[src/rtl/cart_mapper_pkg.sv]
package cart_mapper_pkg;
  localparam int DATA_W = 8;
  localparam int ADDR_W = 16;

  typedef struct packed {
    logic modeWr;
    logic modeIr;
    logic lowWr;
    logic highWr;
    logic ledWr;
    logic ledVal;
    logic winRd;
  } mapStrobe_t;
endpackage

[src/rtl/cart_mapper_ctrl.sv]
module cart_mapper_ctrl
  import cart_mapper_pkg::*;
(
  input  logic [ADDR_W-1:0] busAddr,
  input  logic [DATA_W-1:0] busWrData,
  input  logic              busWr,
  input  logic              busRd,
  input  logic              irMode,
  output mapStrobe_t        strobe,
  output logic              ramWrEn
);
  localparam logic [2:0] SEG_MODE = 3'b000;
  localparam logic [2:0] SEG_LOW  = 3'b001;
  localparam logic [2:0] SEG_HIGH = 3'b010;
  localparam logic [2:0] SEG_XRAM = 3'b101;

  logic [2:0] seg;
  logic       xramHit;

  assign seg     = busAddr[ADDR_W-1:ADDR_W-3];
  assign xramHit = (seg == SEG_XRAM);

  always_comb begin
    strobe.modeWr = busWr && (seg == SEG_MODE);
    strobe.modeIr = (busWrData[3:0] == 4'hE);
    strobe.lowWr  = busWr && (seg == SEG_LOW);
    strobe.highWr = busWr && (seg == SEG_HIGH);
    strobe.ledWr  = busWr && xramHit && irMode;
    strobe.ledVal = busWrData[0];
    strobe.winRd  = busRd && xramHit;
    ramWrEn       = busWr && xramHit && !irMode;
  end
endmodule

[src/rtl/cart_mapper_dp.sv]
module cart_mapper_dp
  import cart_mapper_pkg::*;
#(
  parameter int CNT_W   = 16,
  parameter bit HAS_RAM = 1'b1
) (
  input  logic              clk,
  input  logic              rstN,
  input  mapStrobe_t        strobe,
  input  logic [DATA_W-1:0] busWrData,
  input  logic [DATA_W-1:0] ramRdData,
  input  logic              extLight,
  input  logic              consoleLed,
  output logic              irMode,
  output logic [DATA_W-1:0] bankLow,
  output logic [DATA_W-1:0] bankHigh,
  output logic              ledOn,
  output logic              irChange,
  output logic [CNT_W-1:0]  irDelta,
  output logic [DATA_W-1:0] busRdData
);
  localparam logic [CNT_W-1:0]  CNT_MAX  = {CNT_W{1'b1}};
  localparam logic [DATA_W-1:0] IR_BASE  = 8'hC0;
  localparam logic [DATA_W-1:0] IDLE_RD  = 8'hFF;

  logic [CNT_W-1:0] gapCnt;
  logic [CNT_W-1:0] gapNext;
  logic             ledFlip;
  logic             senseAny;

  assign gapNext  = (gapCnt == CNT_MAX) ? gapCnt : gapCnt + 1'b1;
  assign ledFlip  = strobe.ledWr && (strobe.ledVal != ledOn);
  assign senseAny = ledOn || extLight || consoleLed;

  always_ff @(posedge clk or negedge rstN) begin
    if (!rstN) begin
      irMode   <= 1'b0;
      bankLow  <= DATA_W'(1);
      bankHigh <= '0;
      ledOn    <= 1'b0;
      gapCnt   <= '0;
      irChange <= 1'b0;
      irDelta  <= '0;
    end else begin
      if (strobe.modeWr) irMode   <= strobe.modeIr;
      if (strobe.lowWr)  bankLow  <= busWrData;
      if (strobe.highWr) bankHigh <= busWrData;
      irChange <= 1'b0;
      if (ledFlip) begin
        ledOn    <= strobe.ledVal;
        irChange <= 1'b1;
        irDelta  <= gapNext;
        gapCnt   <= '0;
      end else begin
        gapCnt <= gapNext;
      end
    end
  end

  generate
    if (HAS_RAM) begin : g_ram
      always_comb begin
        if (!strobe.winRd)  busRdData = IDLE_RD;
        else if (irMode)    busRdData = IR_BASE | DATA_W'(senseAny);
        else                busRdData = ramRdData;
      end
    end else begin : g_noram
      always_comb begin
        if (strobe.winRd && irMode) busRdData = IR_BASE | DATA_W'(senseAny);
        else                        busRdData = IDLE_RD;
      end
    end
  endgenerate
endmodule

[src/rtl/cart_mapper.sv]
module cart_mapper
  import cart_mapper_pkg::*;
#(
  parameter int CNT_W   = 16,
  parameter bit HAS_RAM = 1'b1
) (
  input  logic              clk,
  input  logic              rstN,
  input  logic [ADDR_W-1:0] busAddr,
  input  logic [DATA_W-1:0] busWrData,
  input  logic              busWr,
  input  logic              busRd,
  output logic [DATA_W-1:0] busRdData,
  input  logic [DATA_W-1:0] ramRdData,
  output logic              ramWrEn,
  input  logic              extLight,
  input  logic              consoleLed,
  output logic [DATA_W-1:0] romBank,
  output logic [DATA_W-1:0] ramBank,
  output logic              irLed,
  output logic              irChange,
  output logic [CNT_W-1:0]  irDelta
);
  mapStrobe_t strobe;
  logic       irMode;

  cart_mapper_ctrl ctrl_i (
    .busAddr   (busAddr),
    .busWrData (busWrData),
    .busWr     (busWr),
    .busRd     (busRd),
    .irMode    (irMode),
    .strobe    (strobe),
    .ramWrEn   (ramWrEn)
  );

  cart_mapper_dp #(.CNT_W(CNT_W), .HAS_RAM(HAS_RAM)) dp_i (
    .clk        (clk),
    .rstN       (rstN),
    .strobe     (strobe),
    .busWrData  (busWrData),
    .ramRdData  (ramRdData),
    .extLight   (extLight),
    .consoleLed (consoleLed),
    .irMode     (irMode),
    .bankLow    (romBank),
    .bankHigh   (ramBank),
    .ledOn      (irLed),
    .irChange   (irChange),
    .irDelta    (irDelta),
    .busRdData  (busRdData)
  );
endmodule

[config.mk]
export PLATFORM = sky130hd
export DESIGN_NAME = cart_mapper
export DESIGN_NICKNAME = d
export VERILOG_FILES = /design/src/rtl/cart_mapper_pkg.sv /design/src/rtl/cart_mapper_ctrl.sv /design/src/rtl/cart_mapper_dp.sv /design/src/rtl/cart_mapper.sv
export SDC_FILE = /design/constraint.sdc
export NUM_CORES = 1
export LEC_CHECK = 0
export ABC_AREA = 1
export BUFFER_PORTS_ARGS = -buffer_cell sky130_fd_sc_hd__buf_2
export CORE_ASPECT_RATIO = 0.6
export CORE_MARGIN = 4
export CORE_UTILIZATION = 30
export DETAILED_ROUTE_END_ITERATION = 8
export SYNTH_ARGS = -nofsm -noshare
export SYNTH_HDL_FRONTEND = slang
export SYNTH_SLANG_ARGS = --single-unit
[constraint.sdc]
create_clock -name clk -period 2 [get_ports clk]
set_clock_uncertainty 0.05 [all_clocks]
set_input_delay 0.1 -clock clk [delete_from_list [all_inputs] [get_ports clk]]
set_output_delay 0.1 -clock clk [all_outputs]
set_load 0.1 [all_outputs]
==> results.py, run 1 <==
metrics = {
    "floorplan": {
        "die-height_um": 77.4,
        "initial_util_pct": 32.0,
        "count_of_pins_on_the_block_boundary": 81,
        "floorplan.die_area_um2": 9570,
        "core.rowCount": 24,
        "floorplan.core_area_um2": 7540,
        "die_width_um": 124,
    },
    "route": {
        "first_pass_iters": 4,
        "detail_route.wirelength_um": 5660,
        "drc": 0,
        "viasPerCell": 4.40,
        "ant_nets": 0,
        "detail_route.iter0.violations": 132,
        "routed_wire_length_per_instance_um": 11.7,
        "num_vias": 2120,
    },
    "worst_setup_path": {
        "timing.critical_path.required_ps": 2130,
        "endpoint_kind": "register",
        "path_class": "register to register",
        "setup.worst_path.start": "dp_i.gapCnt[0]",
        "reg2reg_from": "dp_i.gapCnt[0]",
        "crit_arrival_ps": 1960,
        "crit_path_start_kind": "register",
        "worst-path-max-fanout": 8,
    },
    "yosys": {
        "synth-main-ff-cell": "dfrtp_1",
        "synth_top_cells_by_area": "dfrtp_1 (52%), nand2_1 (16%), nor2_1 (5.8%)",
        "synth-edff-count": 0,
        "seq_area_frac_synth_pct": 53.0,
        "yosys_register_bits": 51,
        "postSynthCellCount": 306,
        "synth_top_area_share_pct": 51.9,
        "synth_warnings": 0,
        "synth_commonest_cells": "nand2_1 (101), dfrtp_1 (50), nor2_1 (37), inv_1 (35), o21ai_0 (21)",
        "postSynth.asyncResetShare_pct": 100,
        "syn-mean-instance-area_um2": 7.87,
        "yosysUniqueCellTypes": 26,
        "syn-num-nets": 345,
        "netlist_area_um2": 2410,
        "synthMostInstantiatedCell": "nand2_1",
        "synthDominantAreaCellType": "dfrtp_1",
    },
    "grt": {
        "groute.usage.overall_pct": 12.7,
        "grt_pass1_vias": 2076,
        "antenna_found_initial": 0,
        "grt_start_max_net_pins": 52,
        "grt_overflow": 0,
        "grt_first_pass_wirelength_um": 9890,
    },
    "power_and_ir_drop": {
        "leakage_power_figure_nw": 1.64,
        "clock_power_share_pct": 25.8,
        "peakVddDrop_mv": 0.472,
        "power_frac_seq_pct": 41.3,
        "power_per_cell_area_nw_per_um2": 1060,
        "sw_frac_of_total_pct": 42.3,
        "switching_power_summed_over_all_nets_mw": 1.35,
        "intPower_mw": 1.84,
        "pwr-share-comb_pct": 32.9,
    },
    "flow_run": {
        "cap_viol_max_count": 0,
    },
    "clocking": {
        "number_of_buffers_added_by_the_clock_tree_synthesis_step": 5,
        "cts_repair_resize_count": 0,
        "clk_latency_ps": 280,
        "clock-sinks": 51,
        "clk_transition_reported_paths_ps": 70,
        "tritoncts": "yes",
        "cts_root_buf": "clkbuf_16",
        "cts_buffer_depth": 2,
        "cts_htree_levels": 2,
    },
    "placed_design": {
        "finalWeightedCongestion": 0.849,
        "detailedPlacementHpwl_um": 4280,
        "io_buffer_count": 67,
    },
    "worst_hold_path": {
        "worst_hold_startpoint": "busWrData[0]",
        "hold_class": "input port to register",
    },
    "timing": {
        "setup_viol": 0,
        "setup_total_negative_slack_ps": 0,
        "slew_headroom_pct": 57.6,
        "count_of_final_hold_check_violations": 0,
        "rsz0062_at_grt": "no",
        "transition_time_at_the_pin_with_the_least_slew_margin_ps": 636,
        "maxClockFrequency_mhz": 547,
        "layout_min_cycle_time_ps": 1830,
        "final.hold.worst_slack_ps": 20.1,
        "post-route-period-util_pct": 91.4,
        "final_max_slew_viol_count": 0,
    },
    "outcome": {
        "status": "finished clean",
    },
    "layout": {
        "synthToLayoutAreaGrowth_pct": 25.5,
        "drive_gt1_share_pct": 24.1,
        "antennaDiodeCount": 0,
        "nets": 416,
    },
}
[registers in the layout (all words and copies together) (netlist names)]
name,cells
dp_i.bankHigh,8
dp_i.ledOn,1
dp_i.irMode,1
dp_i.gapCnt,16
dp_i.irChange,1
dp_i.irDelta,16
dp_i.bankLow,8
[cell type report]
cell class	count	area, um2
Inverter	36	135
Multi-Input combinational cell	211	958
Tap cell	104	130
Clock inverter	2	12.5
Fill cell	778	4520
Sequential cell	51	1280
Clock buffer	6	129
Timing Repair Buffer	72	375
[per-layer routing]
metal  vias to the layer above  wire length [um]  global-route usage, %
met5                         -                 0                      0
met3                         6               272                   3.20
li1                       1093                 -                      -
met4                         0                55                   2.54
met2                        50              2290                   17.7
met1                       971              3040                   19.9
[worst max-delay path: stages (launching register included)]
cell and delay (ps):
dfrtp_1 410, ha_1 280, inv_1 90, nor2_2 120, nand2_2 90, nor2_4 220
inv_1 170, nand2_1 120, nand2_1 70, nand2_1 60, nand2_1 50
[power groups by stage]
stage	sequential, mW	combinational (mW)	clock (mW)
after global routing	1.34	1.13	0.896
after global placement	1.33	1.04	0
after floorplan	1.88	0.283	0
after detailed placement	1.33	1.05	0
final	1.32	1.05	0.824
after CTS	1.32	1.06	0.852
[cells in the final DEF (no fill, tap or decap), types with 4 or more instances in the layout]
cell / netlist / layout
inv_1: 35 / 35
o21ai_1: 4 / 4
nand2_2: 4 / 4
nand4_1: 4 / 4
xor2_1: 4 / 4
dfrtp_1: 50 / 49
clkbuf_16: 0 / 5
buf_2: 4 / 67
o21ai_0: 21 / 21
nand2_1: 101 / 101
buf_4: 0 / 4
nand3_1: 18 / 18
nor2_1: 37 / 37
[cells by family (layout without fill, tap and decap cells)]
logic type                 Yosys count  after routing  share of synthesized area [%]
buffers and inverters               44            116                           7.38
xor gates and xnor gates             6              6                           2.18
DFF                                 51             51                           53.0
AOI/OAI and AO/OA                   30             30                           6.55
adders and majority gates            1              1                          0.519
and+or+nand+nor                    174            174                           30.3
[path summary, 6_finish.rpt]
kind	to	slack [ps]	depth (start not counted)
max in group asynchronous	dp_i.ledOn	1010	3
worst min register to register	dp_i.irDelta[8]	430	2
min in group asynchronous	dp_i.bankHigh[3]	410	3
worst min-delay path	dp_i.ledOn	20	3
worst max register to register	dp_i.irDelta[0]	170	10
worst max-delay path	dp_i.irDelta[0]	170	10
[per-stage QoR]
step	instance area, um2	power, mW	utilization, %	setup slack (ps)	cells
6_report	3020	3.19	40.1	172	482
5_1_grt	3020	3.36	40.1	20.8	482
4_1_cts	3020	3.23	40.1	173	482
3_5_place_dp	2870	2.38	38.1	190	473
3_3_place_gp	2870	2.37	38.1	233	473
2_1_floorplan	2420	2.17	-	-304	306
[repair_timing]
item                                   4_1_cts  5_1_grt
buffers inserted                             0        0
hold buffers                                 1        0
endpoints found under the hold margin       50        0
Power figures use the tool's default switching activity.
==> run 2, diff against run 1 <==
ABC_AREA = unset   (was 1)
==> results.py, run 2 <==
metrics = {
    "worst_hold_path": {
        "hold_end": "dp_i.bankLow[4]",
        "worst_hold_startpoint": "busWrData[4]",
        "hold_class": "input port to register",
        "hold_path_depth": 2,
    },
    "yosys": {
        "synth_top_area_share_pct": 52.2,
        "synth-main-ff-cell": "dfrtp_1",
        "synthMostInstantiatedCell": "dfrtp_1",
        "synthDominantAreaCellType": "dfrtp_1",
        "seq_area_frac_synth_pct": 53.3,
        "postSynthCellCount": 221,
        "synth_commonest_cells": "dfrtp_1 (50), nand2_1 (20), mux2_2 (18), o21ai_0 (12), nor2_1 (10)",
        "yosysUniqueCellTypes": 46,
        "synth-edff-count": 0,
        "syn-num-nets": 260,
        "synth_top_cells_by_area": "dfrtp_1 (52%), mux2_2 (8.5%), nand2_1 (3.1%)",
        "yosys_register_bits": 51,
        "synth_warnings": 0,
        "netlist_area_um2": 2400,
        "syn-mean-instance-area_um2": 10.8,
        "postSynth.asyncResetShare_pct": 100,
    },
    "grt": {
        "grt_start_max_net_pins": 52,
        "antenna_found_initial": 0,
        "grt_first_pass_wirelength_um": 9690,
        "grt_pass1_vias": 1940,
        "grt_overflow": 0,
        "groute.usage.overall_pct": 12.5,
    },
    "timing": {
        "maxClockFrequency_mhz": 541,
        "setup_viol": 0,
        "setup_total_negative_slack_ps": 0,
        "transition_time_at_the_pin_with_the_least_slew_margin_ps": 499,
        "post-route-period-util_pct": 92.5,
        "postLayoutSetupSlackWorst_ps": 151,
        "rsz0062_at_grt": "yes",
        "final.hold.worst_slack_ps": 10.8,
        "count_of_final_hold_check_violations": 0,
        "final_max_slew_viol_count": 0,
        "layout_min_cycle_time_ps": 1850,
        "slew_headroom_pct": 66.9,
    },
    "clocking": {
        "cts_buffer_depth": 2,
        "cts_post_setup_buffers_inserted": 0,
        "cts_htree_levels": 2,
        "clock-sinks": 51,
        "clk_transition_reported_paths_ps": 60,
        "number_of_buffers_added_by_the_clock_tree_synthesis_step": 5,
        "cts_root_buf": "clkbuf_16",
        "tritoncts": "yes",
        "clk_latency_ps": 280,
    },
    "worst_setup_path": {
        "reg2reg_from": "dp_i.gapCnt[1]",
        "path_class": "register to register",
        "worst-path-max-fanout": 11,
        "reg2reg_setup_slack_ps": 150,
        "timing.critical_path.required_ps": 2110,
        "crit_path_start_kind": "register",
        "crit_arrival_ps": 1960,
        "critical_path.reg2reg.endpoint": "dp_i.irDelta[1]",
        "reg2reg_depth": 6,
        "endpoint_kind": "register",
    },
    "route": {
        "routed_wire_length_per_instance_um": 13.8,
        "viasPerCell": 4.87,
        "drc": 0,
        "first_pass_iters": 4,
        "num_vias": 1963,
        "ant_nets": 0,
        "detail_route.iter0.violations": 71,
        "detail_route.wirelength_um": 5570,
    },
    "layout": {
        "nFillCells": 763,
        "layoutNonFillerInstCount": 403,
        "layout.cells.most_common_list": "buf_2 (67), dfrtp_1 (49), nand2_1 (20)",
        "finish.instance_area_um2": 3090,
        "antennaDiodeCount": 0,
        "layout_top_registers": "dp_i.gapCnt: 16 flops, dp_i.irDelta: 16 flops",
        "nets": 337,
        "synthToLayoutAreaGrowth_pct": 28.9,
        "drive_gt1_share_pct": 39.5,
        "layout.cells.most_common": "buf_2",
        "utilization_pct": 41.2,
    },
    "outcome": {
        "status": "finished clean",
    },
    "floorplan": {
        "die-height_um": 77.2,
        "floorplan.die_area_um2": 9530,
        "die_width_um": 123,
        "count_of_pins_on_the_block_boundary": 81,
        "floorplan.core_area_um2": 7510,
        "initial_util_pct": 31.9,
        "core.rowCount": 24,
    },
    "placed_design": {
        "placement.setup.worst_slack_ps": 92.0,
        "detailedPlacementHpwl_um": 4260,
        "dpl_cell_area_um2": 2930,
        "dp.cells": 394,
        "finalWeightedCongestion": 0.795,
        "io_buffer_count": 67,
    },
    "power_and_ir_drop": {
        "leakage_power_figure_nw": 1.45,
        "power_per_cell_area_nw_per_um2": 1120,
        "power_mw": 3.45,
        "peakVddDrop_mv": 0.406,
    },
    "flow_run": {
        "cap_viol_max_count": 0,
    },
}
## run 2: changes by cell type in the layout (fill, tap and decap cells not counted), sizes merged, moves of 8 or more
cell | before | now
nand2 | 105 | 20
buf | 71 | 81
nand3 | 18 | 9
nor2 | 41 | 10
o21ai | 25 | 17
inv | 36 | 7
mux2 | 0 | 18
## run 2: final cells by class
class	instances	area, um2	area share (%)
Inverter	7	26.3	0.851
Tap cell	104	130	4.21
Clock buffer	7	143	4.62
Sequential cell	51	1280	41.4
Multi-Input combinational cell	151	1040	33.8
Clock inverter	1	5.00	0.162
Timing Repair Buffer	82	463	15.0
## run 2: worst max-delay path: stages, from the launching register on
cell,delay (ps)
dfrtp_1,410
ha_2,250
nand3_4,120
nor4_4,330
buf_4,220
mux2i_1,260
o21ai_1,90
## run 2: repair_timing
item / in CTS / in global routing
hold endpoints to repair: 50 / 0
setup endpoints to repair: 0 / 4
hold buffers: 1 / 0
gates resized for setup: 0 / 1
## run 2: per-layer routing
metal | routed length, um | GRT usage [%]
met1 | 2770 | 18.2
met2 | 2350 | 18.4
met3 | 420 | 3.60
met4 | 30 | 2.76
met5 | 0 | 0
## run 2: power breakdown
part | switching [mW] | internal (mW) | total [mW]
Sequential | 0.174 | 1.21 | 1.38
Combinational | 0.969 | 0.249 | 1.22
Clock | 0.354 | 0.497 | 0.851
Total | 1.50 | 1.95 | 3.45
## run 2: how the worst max path moves through the flow
stage / slack (ps) / cells past startpoint / endpoint / start
after floorplan: -80 / 2 / busRdData[1] / dp_i.irMode
after global placement: 160 / 6 / dp_i.irDelta[1] / dp_i.gapCnt[1]
after detailed placement: 90 / 6 / dp_i.irDelta[1] / dp_i.gapCnt[1]
after CTS: 80 / 6 / dp_i.irDelta[1] / dp_i.gapCnt[1]
after global routing: -20 / 6 / dp_i.irDelta[1] / dp_i.gapCnt[1]
final: 150 / 6 / dp_i.irDelta[1] / dp_i.gapCnt[1]
## run 2: logic make-up after synthesis
group / after synthesis / synth area share (%)
XOR/XNOR: 5 / 1.83
flip-flops: 51 / 53.3
buffers and inverters: 19 / 3.55
AO/OA/AOI/OAI: 45 / 11.3
AND/OR/NAND/NOR: 81 / 20.6
multiplexers: 19 / 8.87
adder cells (fa/ha/maj): 1 / 0.522
